<file path="config.mk">
export PLATFORM = sky130hd
export DESIGN_NAME = mbx_top
export DESIGN_NICKNAME = d
export VERILOG_FILES = /design/src/rtl/mbx_pkg.sv /design/src/rtl/mbx_queue.sv /design/src/rtl/mbx_user.sv /design/src/rtl/mbx_top.sv
export SDC_FILE = /design/constraint.sdc
export NUM_CORES = 1
export LEC_CHECK = 0
export CAP_MARGIN = 20
export CORE_ASPECT_RATIO = 0.7
export CORE_MARGIN = 2
export CORE_UTILIZATION = 60
export DETAILED_ROUTE_END_ITERATION = 6
export GPL_ROUTABILITY_DRIVEN = 1
export GPL_TIMING_DRIVEN = 0
export HOLD_SLACK_MARGIN = 0.03
export PLACE_DENSITY_LB_ADDON = 0.1
export SYNTH_ARGS = -nofsm -noshare
export SYNTH_HDL_FRONTEND = slang
export SYNTH_SLANG_ARGS = --single-unit
</file>
<file path="constraint.sdc">
create_clock -name clk -period 5.18 [get_ports clk]
set_clock_uncertainty 0.15 [all_clocks]
set_input_delay 1.554 -clock clk [delete_from_list [all_inputs] [get_ports clk]]
set_output_delay 1.554 -clock clk [all_outputs]
set_load 0.02 [all_outputs]
</file>
<file path="src/rtl/mbx_pkg.sv">
`timescale 1ns/1ps
package mbx_pkg;
    localparam int AW = 9;

    localparam logic [AW-1:0] OFS_REV = 9'h000;
    localparam logic [AW-1:0] OFS_MSG = 9'h040;
    localparam logic [AW-1:0] OFS_FST = 9'h080;
    localparam logic [AW-1:0] OFS_CNT = 9'h0C0;

    typedef enum logic [1:0] {
        ST_EMPTY   = 2'd0,
        ST_PARTIAL = 2'd1,
        ST_FULL    = 2'd2
    } q_state_e;

    function automatic logic [AW-1:0] msg_ofs(input int m);
        return AW'(32'h040 + 4 * m);
    endfunction

    function automatic logic [AW-1:0] fst_ofs(input int m);
        return AW'(32'h080 + 4 * m);
    endfunction

    function automatic logic [AW-1:0] cnt_ofs(input int m);
        return AW'(32'h0C0 + 4 * m);
    endfunction

    function automatic logic [AW-1:0] stat_ofs(input int u, input bit ext);
        return ext ? AW'(32'h104 + 16 * u) : AW'(32'h100 + 8 * u);
    endfunction

    function automatic logic [AW-1:0] en_ofs(input int u, input bit ext);
        return ext ? AW'(32'h108 + 16 * u) : AW'(32'h104 + 8 * u);
    endfunction

    function automatic logic [AW-1:0] enclr_ofs(input int u);
        return AW'(32'h10C + 16 * u);
    endfunction
endpackage

</file>
<file path="src/rtl/mbx_queue.sv">
`timescale 1ns/1ps
module mbx_queue
    import mbx_pkg::*;
#(
    parameter int DW    = 32,
    parameter int DEPTH = 4
) (
    input  logic                          clk,
    input  logic                          rst_n,
    input  logic                          push,
    input  logic                          pop,
    input  logic [DW-1:0]                 wdata,
    output logic [DW-1:0]                 head,
    output logic                          full,
    output logic [$clog2(DEPTH+1)-1:0]    count,
    output logic                          accepted,
    output logic                          left_full
);
    localparam int PW = (DEPTH > 1) ? $clog2(DEPTH) : 1;
    localparam int CW = $clog2(DEPTH + 1);

    q_state_e        st_q, st_d;
    logic [DW-1:0]   mem_q [DEPTH];
    logic [PW-1:0]   wr_ptr, rd_ptr;
    logic [CW-1:0]   cnt_q;
    logic            take;

    // occupancy machine: next state
    always_comb begin
        st_d = st_q;
        unique case (st_q)
            ST_EMPTY: begin
                if (accepted) st_d = (DEPTH == 1) ? ST_FULL : ST_PARTIAL;      // EMPTY_TO_PARTIAL
            end
            ST_PARTIAL: begin
                if (accepted && !take && cnt_q == CW'(DEPTH - 1))
                    st_d = ST_FULL;                                            // PARTIAL_TO_FULL
                else if (take && !accepted && cnt_q == CW'(1))
                    st_d = ST_EMPTY;                                           // PARTIAL_TO_EMPTY
            end
            ST_FULL: begin
                if (take) st_d = (DEPTH == 1) ? ST_EMPTY : ST_PARTIAL;         // FULL_TO_PARTIAL
            end
            default: st_d = ST_EMPTY;
        endcase
    end

    // occupancy machine: state register
    always_ff @(posedge clk or negedge rst_n) begin
        if (!rst_n) st_q <= ST_EMPTY;
        else        st_q <= st_d;
    end

    // occupancy machine: outputs
    always_comb begin
        full      = (st_q == ST_FULL);
        accepted  = push && (st_q != ST_FULL);
        take      = pop  && (st_q != ST_EMPTY);
        left_full = take && (st_q == ST_FULL);
        head      = (st_q == ST_EMPTY) ? '0 : mem_q[rd_ptr];
        count     = cnt_q;
    end

    always_ff @(posedge clk or negedge rst_n) begin
        if (!rst_n) begin
            wr_ptr <= '0;
            rd_ptr <= '0;
            cnt_q  <= '0;
        end else begin
            if (accepted) wr_ptr <= (wr_ptr == PW'(DEPTH - 1)) ? '0 : wr_ptr + PW'(1);
            if (take)     rd_ptr <= (rd_ptr == PW'(DEPTH - 1)) ? '0 : rd_ptr + PW'(1);
            cnt_q <= cnt_q + CW'(accepted) - CW'(take);
        end
    end

    always_ff @(posedge clk) begin
        if (accepted) mem_q[wr_ptr] <= wdata;
    end
endmodule

</file>
<file path="src/rtl/mbx_user.sv">
`timescale 1ns/1ps
module mbx_user #(
    parameter int SW  = 8,
    parameter bit EXT = 1'b0
) (
    input  logic          clk,
    input  logic          rst_n,
    input  logic [SW-1:0] hw_set,
    input  logic          st_we,
    input  logic          en_we,
    input  logic          enclr_we,
    input  logic [SW-1:0] wdata,
    output logic [SW-1:0] status,
    output logic [SW-1:0] enable,
    output logic          irq
);
    logic [SW-1:0] st_q, en_q;

    always_ff @(posedge clk or negedge rst_n) begin
        if (!rst_n) begin
            st_q <= '0;
            en_q <= '0;
        end else begin
            // software clear first, hardware set on top: the set wins
            st_q <= (st_we ? (st_q & ~wdata) : st_q) | hw_set;
            if (enclr_we)   en_q <= en_q & ~wdata;
            else if (en_we) en_q <= EXT ? (en_q | wdata) : wdata;
        end
    end

    assign status = st_q;
    assign enable = en_q;
    assign irq    = |(st_q & en_q);
endmodule

</file>
<file path="src/rtl/mbx_top.sv">
`timescale 1ns/1ps
module mbx_top
    import mbx_pkg::*;
#(
    parameter int         NQ        = 4,
    parameter int         NU        = 3,
    parameter int         DEPTH     = 4,
    parameter int         DW        = 32,
    parameter bit         EXT       = 1'b0,
    parameter logic [3:0] REV_MAJOR = 4'd2,
    parameter logic [3:0] REV_MINOR = 4'd1
) (
    input  logic          clk,
    input  logic          rst_n,
    input  logic [8:0]    bus_addr,
    input  logic          bus_we,
    input  logic [DW-1:0] bus_wdata,
    input  logic          bus_re,
    output logic [DW-1:0] bus_rdata,
    output logic [NU-1:0] irq_o
);
    localparam int SW = 2 * NQ;
    localparam int CW = $clog2(DEPTH + 1);

    logic [NQ-1:0]           push_v, pop_v, q_full, q_accept, q_left;
    logic [NQ-1:0][DW-1:0]   q_head;
    logic [NQ-1:0][CW-1:0]   q_count;
    logic [SW-1:0]           hw_set;
    logic [NU-1:0][SW-1:0]   stat_q, en_q;
    logic [NU-1:0]           st_we_v, en_we_v, enclr_we_v;

    for (genvar m = 0; m < NQ; m++) begin : g_queue
        assign push_v[m] = bus_we && (bus_addr == msg_ofs(m));
        assign pop_v[m]  = bus_re && (bus_addr == msg_ofs(m));

        mbx_queue #(.DW(DW), .DEPTH(DEPTH)) u_q (
            .clk       (clk),
            .rst_n     (rst_n),
            .push      (push_v[m]),
            .pop       (pop_v[m]),
            .wdata     (bus_wdata),
            .head      (q_head[m]),
            .full      (q_full[m]),
            .count     (q_count[m]),
            .accepted  (q_accept[m]),
            .left_full (q_left[m])
        );

        assign hw_set[2*m]   = q_accept[m];
        assign hw_set[2*m+1] = q_left[m];
    end

    for (genvar u = 0; u < NU; u++) begin : g_user
        assign st_we_v[u] = bus_we && (bus_addr == stat_ofs(u, EXT));
        assign en_we_v[u] = bus_we && (bus_addr == en_ofs(u, EXT));
        if (EXT) begin : g_clr
            assign enclr_we_v[u] = bus_we && (bus_addr == enclr_ofs(u));
        end else begin : g_noclr
            assign enclr_we_v[u] = 1'b0;
        end

        mbx_user #(.SW(SW), .EXT(EXT)) u_usr (
            .clk      (clk),
            .rst_n    (rst_n),
            .hw_set   (hw_set),
            .st_we    (st_we_v[u]),
            .en_we    (en_we_v[u]),
            .enclr_we (enclr_we_v[u]),
            .wdata    (bus_wdata[SW-1:0]),
            .status   (stat_q[u]),
            .enable   (en_q[u]),
            .irq      (irq_o[u])
        );
    end

    always_comb begin
        bus_rdata = '0;
        if (bus_addr == OFS_REV) bus_rdata[7:0] = {REV_MAJOR, REV_MINOR};
        for (int m = 0; m < NQ; m++) begin
            if (bus_addr == msg_ofs(m)) bus_rdata = q_head[m];
            if (bus_addr == fst_ofs(m)) bus_rdata = DW'(q_full[m]);
            if (bus_addr == cnt_ofs(m)) bus_rdata = DW'(q_count[m]);
        end
        for (int u = 0; u < NU; u++) begin
            if (bus_addr == stat_ofs(u, EXT)) bus_rdata = DW'(stat_q[u]);
            if (bus_addr == en_ofs(u, EXT))   bus_rdata = DW'(en_q[u]);
            if (EXT && bus_addr == enclr_ofs(u)) bus_rdata = DW'(en_q[u]);
        end
    end
endmodule

</file>
### Word-level counts from Yosys, hierarchy flattened

Memory sizes are Yosys's and may differ from the RTL's.
Index checks and enable logic that the tools add are counted.
Widths: inputs -> output; s select.

| storage, ports and cells | value |
|---|---|
| output and inout port bits | 35 |
| memory bits (writable) | 512 |
| memories | 4 |
| register bits after elaboration | 84 |

| operators by class | value |
|---|---|
| multiplexer cells | 62 |
| reduce and logical (&&, ||, !) cells | 66 |
| bitwise gates (word level) | 10 |
| equal/unequal tests | 58 |
| $add $sub $neg | 16 |

Memories:

| name | words | bits a word | read ports | clocked after memory_dff | write ports | line | RTL |
|---|---|---|---|---|---|---|---|
| g_queue[0].u_q.mem_q | 4 | 32 | 1 | 0 | 1 | mbx_queue.sv:23 | `logic [DW-1:0] mem_q [DEPTH];` |
| g_queue[1].u_q.mem_q | 4 | 32 | 1 | 0 | 1 | mbx_queue.sv:23 |  |
| g_queue[2].u_q.mem_q | 4 | 32 | 1 | 0 | 1 | mbx_queue.sv:23 |  |
| g_queue[3].u_q.mem_q | 4 | 32 | 1 | 0 | 1 | mbx_queue.sv:23 |  |

Operator list:

| kind | number |
|---|---|
| $mux 32 | 22 |
| $eq 9x8->1 const B | 8 |
| $eq 9x9->1 const B | 6 |
| $and 8x8->8 | 6 |
| $mux 2 | 24 |
| $logic_and 1x1->1 | 42 |
| $eq 9x7->1 const B | 4 |
| $eq 2x2->1 const B | 12 |
| $mux 8 | 3 |
| $or 8x8->8 | 3 |
| $pmux 2 s3 | 4 |
| $reduce_or 8->1 | 3 |
| $add 2x1->2 const B | 8 |
| $ne 2x2->1 const B | 8 |
| $add 3x1->3 | 4 |
| $eq 3x1->1 const B | 4 |
| $eq 3x2->1 const B | 4 |
| $ne 3x1->1 const B | 4 |
| $reduce_and 3->1 | 4 |
| $sub 3x1->3 | 4 |
| $logic_not 9->1 | 1 |
| $eq 2x1->1 const B | 4 |
| $logic_not 1->1 | 8 |
| $logic_not 2->1 | 4 |
| other kinds (5) | 18 |

### Depth between registers and ports, before layout

| logic depth | value |
|---|---|
| depth after elaboration | 20 |
| depth in mapped cells | 13 |

### Modules after synthesis

A second synthesis with hierarchy kept.

| second synthesis, totals | value |
|---|---|
| cells, all modules | 1,493 |
| area total of the unflattened synthesis | 25,500.7 sq um |

By module, submodules not included:

| module | sequential area each (sq um) | cells an instance | area an instance (sq um) | instances |
|---|---|---|---|---|
| mbx_queue at g_queue[0].u_q ... | 4,068.9 | 256 | 5,383.9 | 3 |
| mbx_queue at g_queue[3].u_q | 4,068.9 | 256 | 5,375.2 | 1 |
| mbx_user | 400.4 | 65 | 711.9 | 3 |
| mbx_top | 0.0 | 274 | 1,838.0 | 1 |

### Least setup slack after synthesis

OpenSTA, ideal clock, no wires.

| timing path | value |
|---|---|
| kind | input to output |
| from | input port bus_addr[1] |
| to | output port bus_rdata[3] |
| data required time | 3.476 ns |
| path slack | -0.030 ns |
| stages on the path | 8 |
| arrival | 3.506 ns |
| buffers on the path | 2 |
| cell sequence | buf_4 > or4b_1 > buf_2 > nor4_4 > a22oi_1 > o221ai_1 > a21oi_1 > o21ai_0 |

| on the way | value |
|---|---|
| longest elaborated chain between the ends | 19 |

RTL lines:

| item | line | RTL |
|---|---|---|
| start: declaration | mbx_top.sv:15 | `input logic [8:0] bus_addr,` |
| $eq 9x7->1 | mbx_top.sv:80 | `if (bus_addr == msg_ofs(m)) bus_rdata = q_head[m];` |
| $mux 32 | mbx_top.sv:80 |  |
| $mux 32 | mbx_top.sv:81 | `if (bus_addr == fst_ofs(m)) bus_rdata = DW'(q_full[m]);` |
| $mux 32 | mbx_top.sv:82 | `if (bus_addr == cnt_ofs(m)) bus_rdata = DW'(q_count[m]);` |
| $mux 32 | mbx_top.sv:80 |  |
| $mux 32 | mbx_top.sv:81 |  |
| $mux 32 | mbx_top.sv:82 |  |
| $mux 32 | mbx_top.sv:80 |  |
| (+3 left out) | -- |  |
| $mux 32 | mbx_top.sv:81 |  |
| $mux 32 | mbx_top.sv:82 |  |
| $mux 32 | mbx_top.sv:85 | `if (bus_addr == stat_ofs(u, EXT)) bus_rdata = DW'(stat_q[u]);` |
| $mux 32 | mbx_top.sv:86 | `if (bus_addr == en_ofs(u, EXT)) bus_rdata = DW'(en_q[u]);` |
| $mux 32 | mbx_top.sv:85 |  |
| $mux 32 | mbx_top.sv:86 |  |
| $mux 32 | mbx_top.sv:85 |  |
| $mux 32 * | mbx_top.sv:86 |  |
| end: declaration | mbx_top.sv:19 | `output logic [DW-1:0] bus_rdata,` |

Mark *: on every way between the ends. The rest lies on a longest branch, timed or not.

### Worst setup path in the final report

| timing path | value |
|---|---|
| from | input port bus_addr[6] |
| to | output port bus_rdata[2] |

The elaborated chain is that of the path after synthesis.

==> summary.txt <==
Synthesis
  • Post-synth EDFFs: 512
  • Async SR Flop Fraction: 0.141
  • Mapped Area: 24200 µm²
  • Synth cell types: 68
  • Most common cell in the synthesized netlist: edfxtp_1
  • Top post-synthesis cells by count: edfxtp_1, mux4_2, nand2_1
  • Seq/Total Area, Yosys: 0.721
  • Top_reg_cell synth: edfxtp_1
  • Synthesis warning total: 0
  • Yosys top cell by area: edfxtp_1
  • Number of synthesized register bits: 596
  • Post-Syn Instances: 1317
  • Yosys top cell area share: 0.634
  • Avg Inst Size Synth: 18.4 µm²
  • Top cells by area, synth: edfxtp_1, mux4_2, dfrtp_1, a22oi_1, mux2_2
  • Net count after synthesis: 1394

Clocking
  • Clk slew on worst S/H paths: 0.06 ns
  • CTS tree: done
  • Hold_buf cts: 0
  • Htree depth: 2
  • Maximum clock insertion buffer count: 3
  • Skew-Pair Late Insertion Delay: 0.58 ns
  • CTS Sinks: 596
  • CTS root buf: clkbuf_16
  • TritonCTS buffer count: 54

Power and ir drop
  • Internal: 0.00755 W
  • Net switching power: 0.00190 W
  • Reg power frac: 0.559
  • Worst ir drop on vdd: 0.364 mV
  • Leak Pwr: 10.1 nW
  • Switching Share: 0.201
  • Gate power share: 0.029
  • PD cells: 328 nW/µm²
  • Clock Power Share: 0.411
  • Total power: 0.00946 W

Run status
  • Failing checks: negative setup slack
  • Status: finished with violations

STA
  • Final WS setup: -0.128 ns
  • Fmax: 188 MHz
  • Unrepaired setup endpoints after global routing: yes
  • Post-route clock period utilization: 1.02
  • # setup viols final: 24
  • Hold Vio Cnt, Final: 0
  • Fin. max-slew vios: 0
  • Fin crit period: 5.31 ns
  • Worst-margin pin slew: 1.03 ns
  • Relative slew slack: 0.310

Cells and area
  • Fillers: 2455
  • Area taken by multi-input logic gates: 6690 µm²
  • Register area: 17500 µm²
  • Antenna diodes: 0
  • Nets@finish: 1583
  • Synth-to-Final Area Change: 18.8%
  • Layout cell share with drive strength beyond 1: 0.316

Placed design
  • PortBufs: 75
  • GP Congestion: 0.969
  • Hpwl dp: 38.7 mm
  • Post-place setup slack: -1.76 ns

Route
  • Final ANT Viol Nets: 0
  • DRT Wirelength: 61.4 mm
  • Vias per Instance: 6.52
  • Drt pass-1 iters: 7
  • DR iter-0 viols: 1846
  • Vias: 13600
  • Drc violations: 0
  • WL/cell: 29.5 µm

Worst setup path
  • Arr. time, crit path: 3.60 ns
  • Crit. End Element: output port
  • CP most frequent cell: buf_4
  • Critical path class: input port to output port
  • Startpoint type of the worst setup path: input port
  • CP top delay family: buffers and inverters
  • R2R setup slack: 2.32 ns
  • Crit-path cells: buf_2, or4b_4, buf_12, buf_4, nor4_4, buf_4, buf_8, a22oi_2, nand3_2, o21ai_2, a21oi_2, buf_6
  • CP max stage cell: or4b_4
  • Crit path largest cell delay: 0.50 ns
  • Worst path bufs/invs: 6
  • Worst-path fanout max: 6
  • CP required: 3.48 ns

Global routing
  • Initial antenna violation count: 1
  • Tot GR Track Use: 0.295
  • Largest net degree at the start of global routing: 64
  • First-pass GRT wire length: 88.2 mm
  • Number of global-route vias before repair: 13200
  • Total gr overflow: 0

Floorplanning
  • Io pins: 80
  • # rows: 61
  • Die ar.: 42100 µm²
  • Die X-Extent: 244 µm
  • Die Y: 172 µm
  • Core area: 39800 µm²
  • Initial core utilization: 0.610

Worst hold path
  • Hold crit path type: flop to flop

Job
  • Max-cap check violation count: 0
[flip-flops by register name, indices dropped and copies added, names as in the netlist]
name,count
g_queue.u_q.count,12
g_queue.u_q.mem_q,512
g_queue.u_q.rd_ptr,8
g_queue.u_q.st_q,8
g_queue.u_q.wr_ptr,8
g_user.u_usr.enable,24
g_user.u_usr.status,24
[worst register-to-register path, stage by stage, from the launching register on]
cell and delay [ns]:
dfrtp_1 0.44, nor2_1 0.19, nor4_4 0.07, buf_4 0.18, buf_4 0.13, buf_4 0.12, nand2_2 0.14, clkinv_2 0.12
ha_1 0.30, inv_1 0.05, ha_1 0.13, inv_1 0.05, fa_1 0.40, xnor2_1 0.15, xnor2_1 0.13
[routing by layer]
| layer | vias up | GRT usage | part of all wire |
|---|---|---|---|
| met5 | - | 0 | 0 |
| met4 | 0 | 0.0557 | 0.014 |
| met3 | 66 | 0.0801 | 0.12 |
| met2 | 742 | 0.423 | 0.44 |
| met1 | 7089 | 0.464 | 0.43 |
| li1 | 5699 | - | - |
[area by class of cell]
type,instances,area share
Buffer,60,0.0161
Clock buffer,74,0.0516
Clock inverter,25,0.00769
Inverter,35,0.00460
Multi-Input combinational cell,619,0.232
Sequential cell,596,0.607
Tap cell,535,0.0232
Timing Repair Buffer,140,0.0580
[cells in the final DEF, fill, tap and decap left out, drive strengths merged, types with 27 or more instances in the layout]
cell / instances
a21oi: 27
a22oi: 69
buf: 135
clkbuf: 99
clkdlybuf4s50: 36
dfrtp: 84
edfxtp: 512
ha: 28
inv: 35
mux2: 32
mux4: 128
nand2: 90
nor2: 34
o21ai: 38
[worst paths after layout]
path / from / to / cells past startpoint
setup / recovery: bus_addr[6] / bus_rdata[2] / 12
hold reg to reg: g_user[2].u_usr.status[4] / g_user[2].u_usr.status[4] / 1
max in group asynchronous: rst_n / g_queue[2].u_q.wr_ptr[1] / 2
hold / removal: g_user[2].u_usr.status[4] / g_user[2].u_usr.status[4] / 1
min in group asynchronous: rst_n / g_queue[3].u_q.wr_ptr[0] / 1
setup reg to reg: g_queue[2].u_q.st_q[0] / g_queue[2].u_q.count[2] / 14
[per-stage QoR]
stage / setup TNS, ns / hold slack, ns / std cells / util / instance area, µm²
6_report: -1.45 / 0.363 / 2084 / 0.725 / 28800
5_1_grt: -2.38 / 0.371 / 2084 / 0.725 / 28800
4_1_cts: -0.655 / 0.366 / 2067 / 0.709 / 28200
3_5_place_dp: -81.63 / 0.351 / 1947 / 0.656 / 26100
3_3_place_gp: -569.38 / 0.340 / 1927 / 0.646 / 25700
2_1_floorplan: 0 / 0.312 / 1317 / - / 24200
[power groups by stage]
stage / logic [W] / registers [W] / clock network [W]
global placement: 0.000245 / 0.00538 / 0
global route: 0.000302 / 0.00529 / 0.00413
floorplan: 0.000113 / 0.00537 / 0
detailed placement: 0.000258 / 0.00539 / 0
finish: 0.000278 / 0.00529 / 0.00389
CTS: 0.000268 / 0.00528 / 0.00393
[what timing repair did]
item / 4_1_cts / 5_1_grt
endpoints found under the setup margin: 32 / 32
buffers inserted: 24 / 15
pin swaps: 27 / 19
gates cloned: 0 / 6
resized for setup: 264 / 119
[cells by family after synthesis]
| group | count (synthesis) | share of synthesized area |
|---|---|---|
| AO/OA/AOI/OAI | 198 | 0.0560 |
| XOR/XNOR | 8 | 0.00289 |
| adder cells (fa/ha/maj) | 32 | 0.0178 |
| buffers and inverters | 102 | 0.0189 |
| flip-flops | 596 | 0.721 |
| multiplexers | 163 | 0.135 |
| AND/OR/NAND/NOR | 218 | 0.0486 |
(Power assumes the default switching activity.)
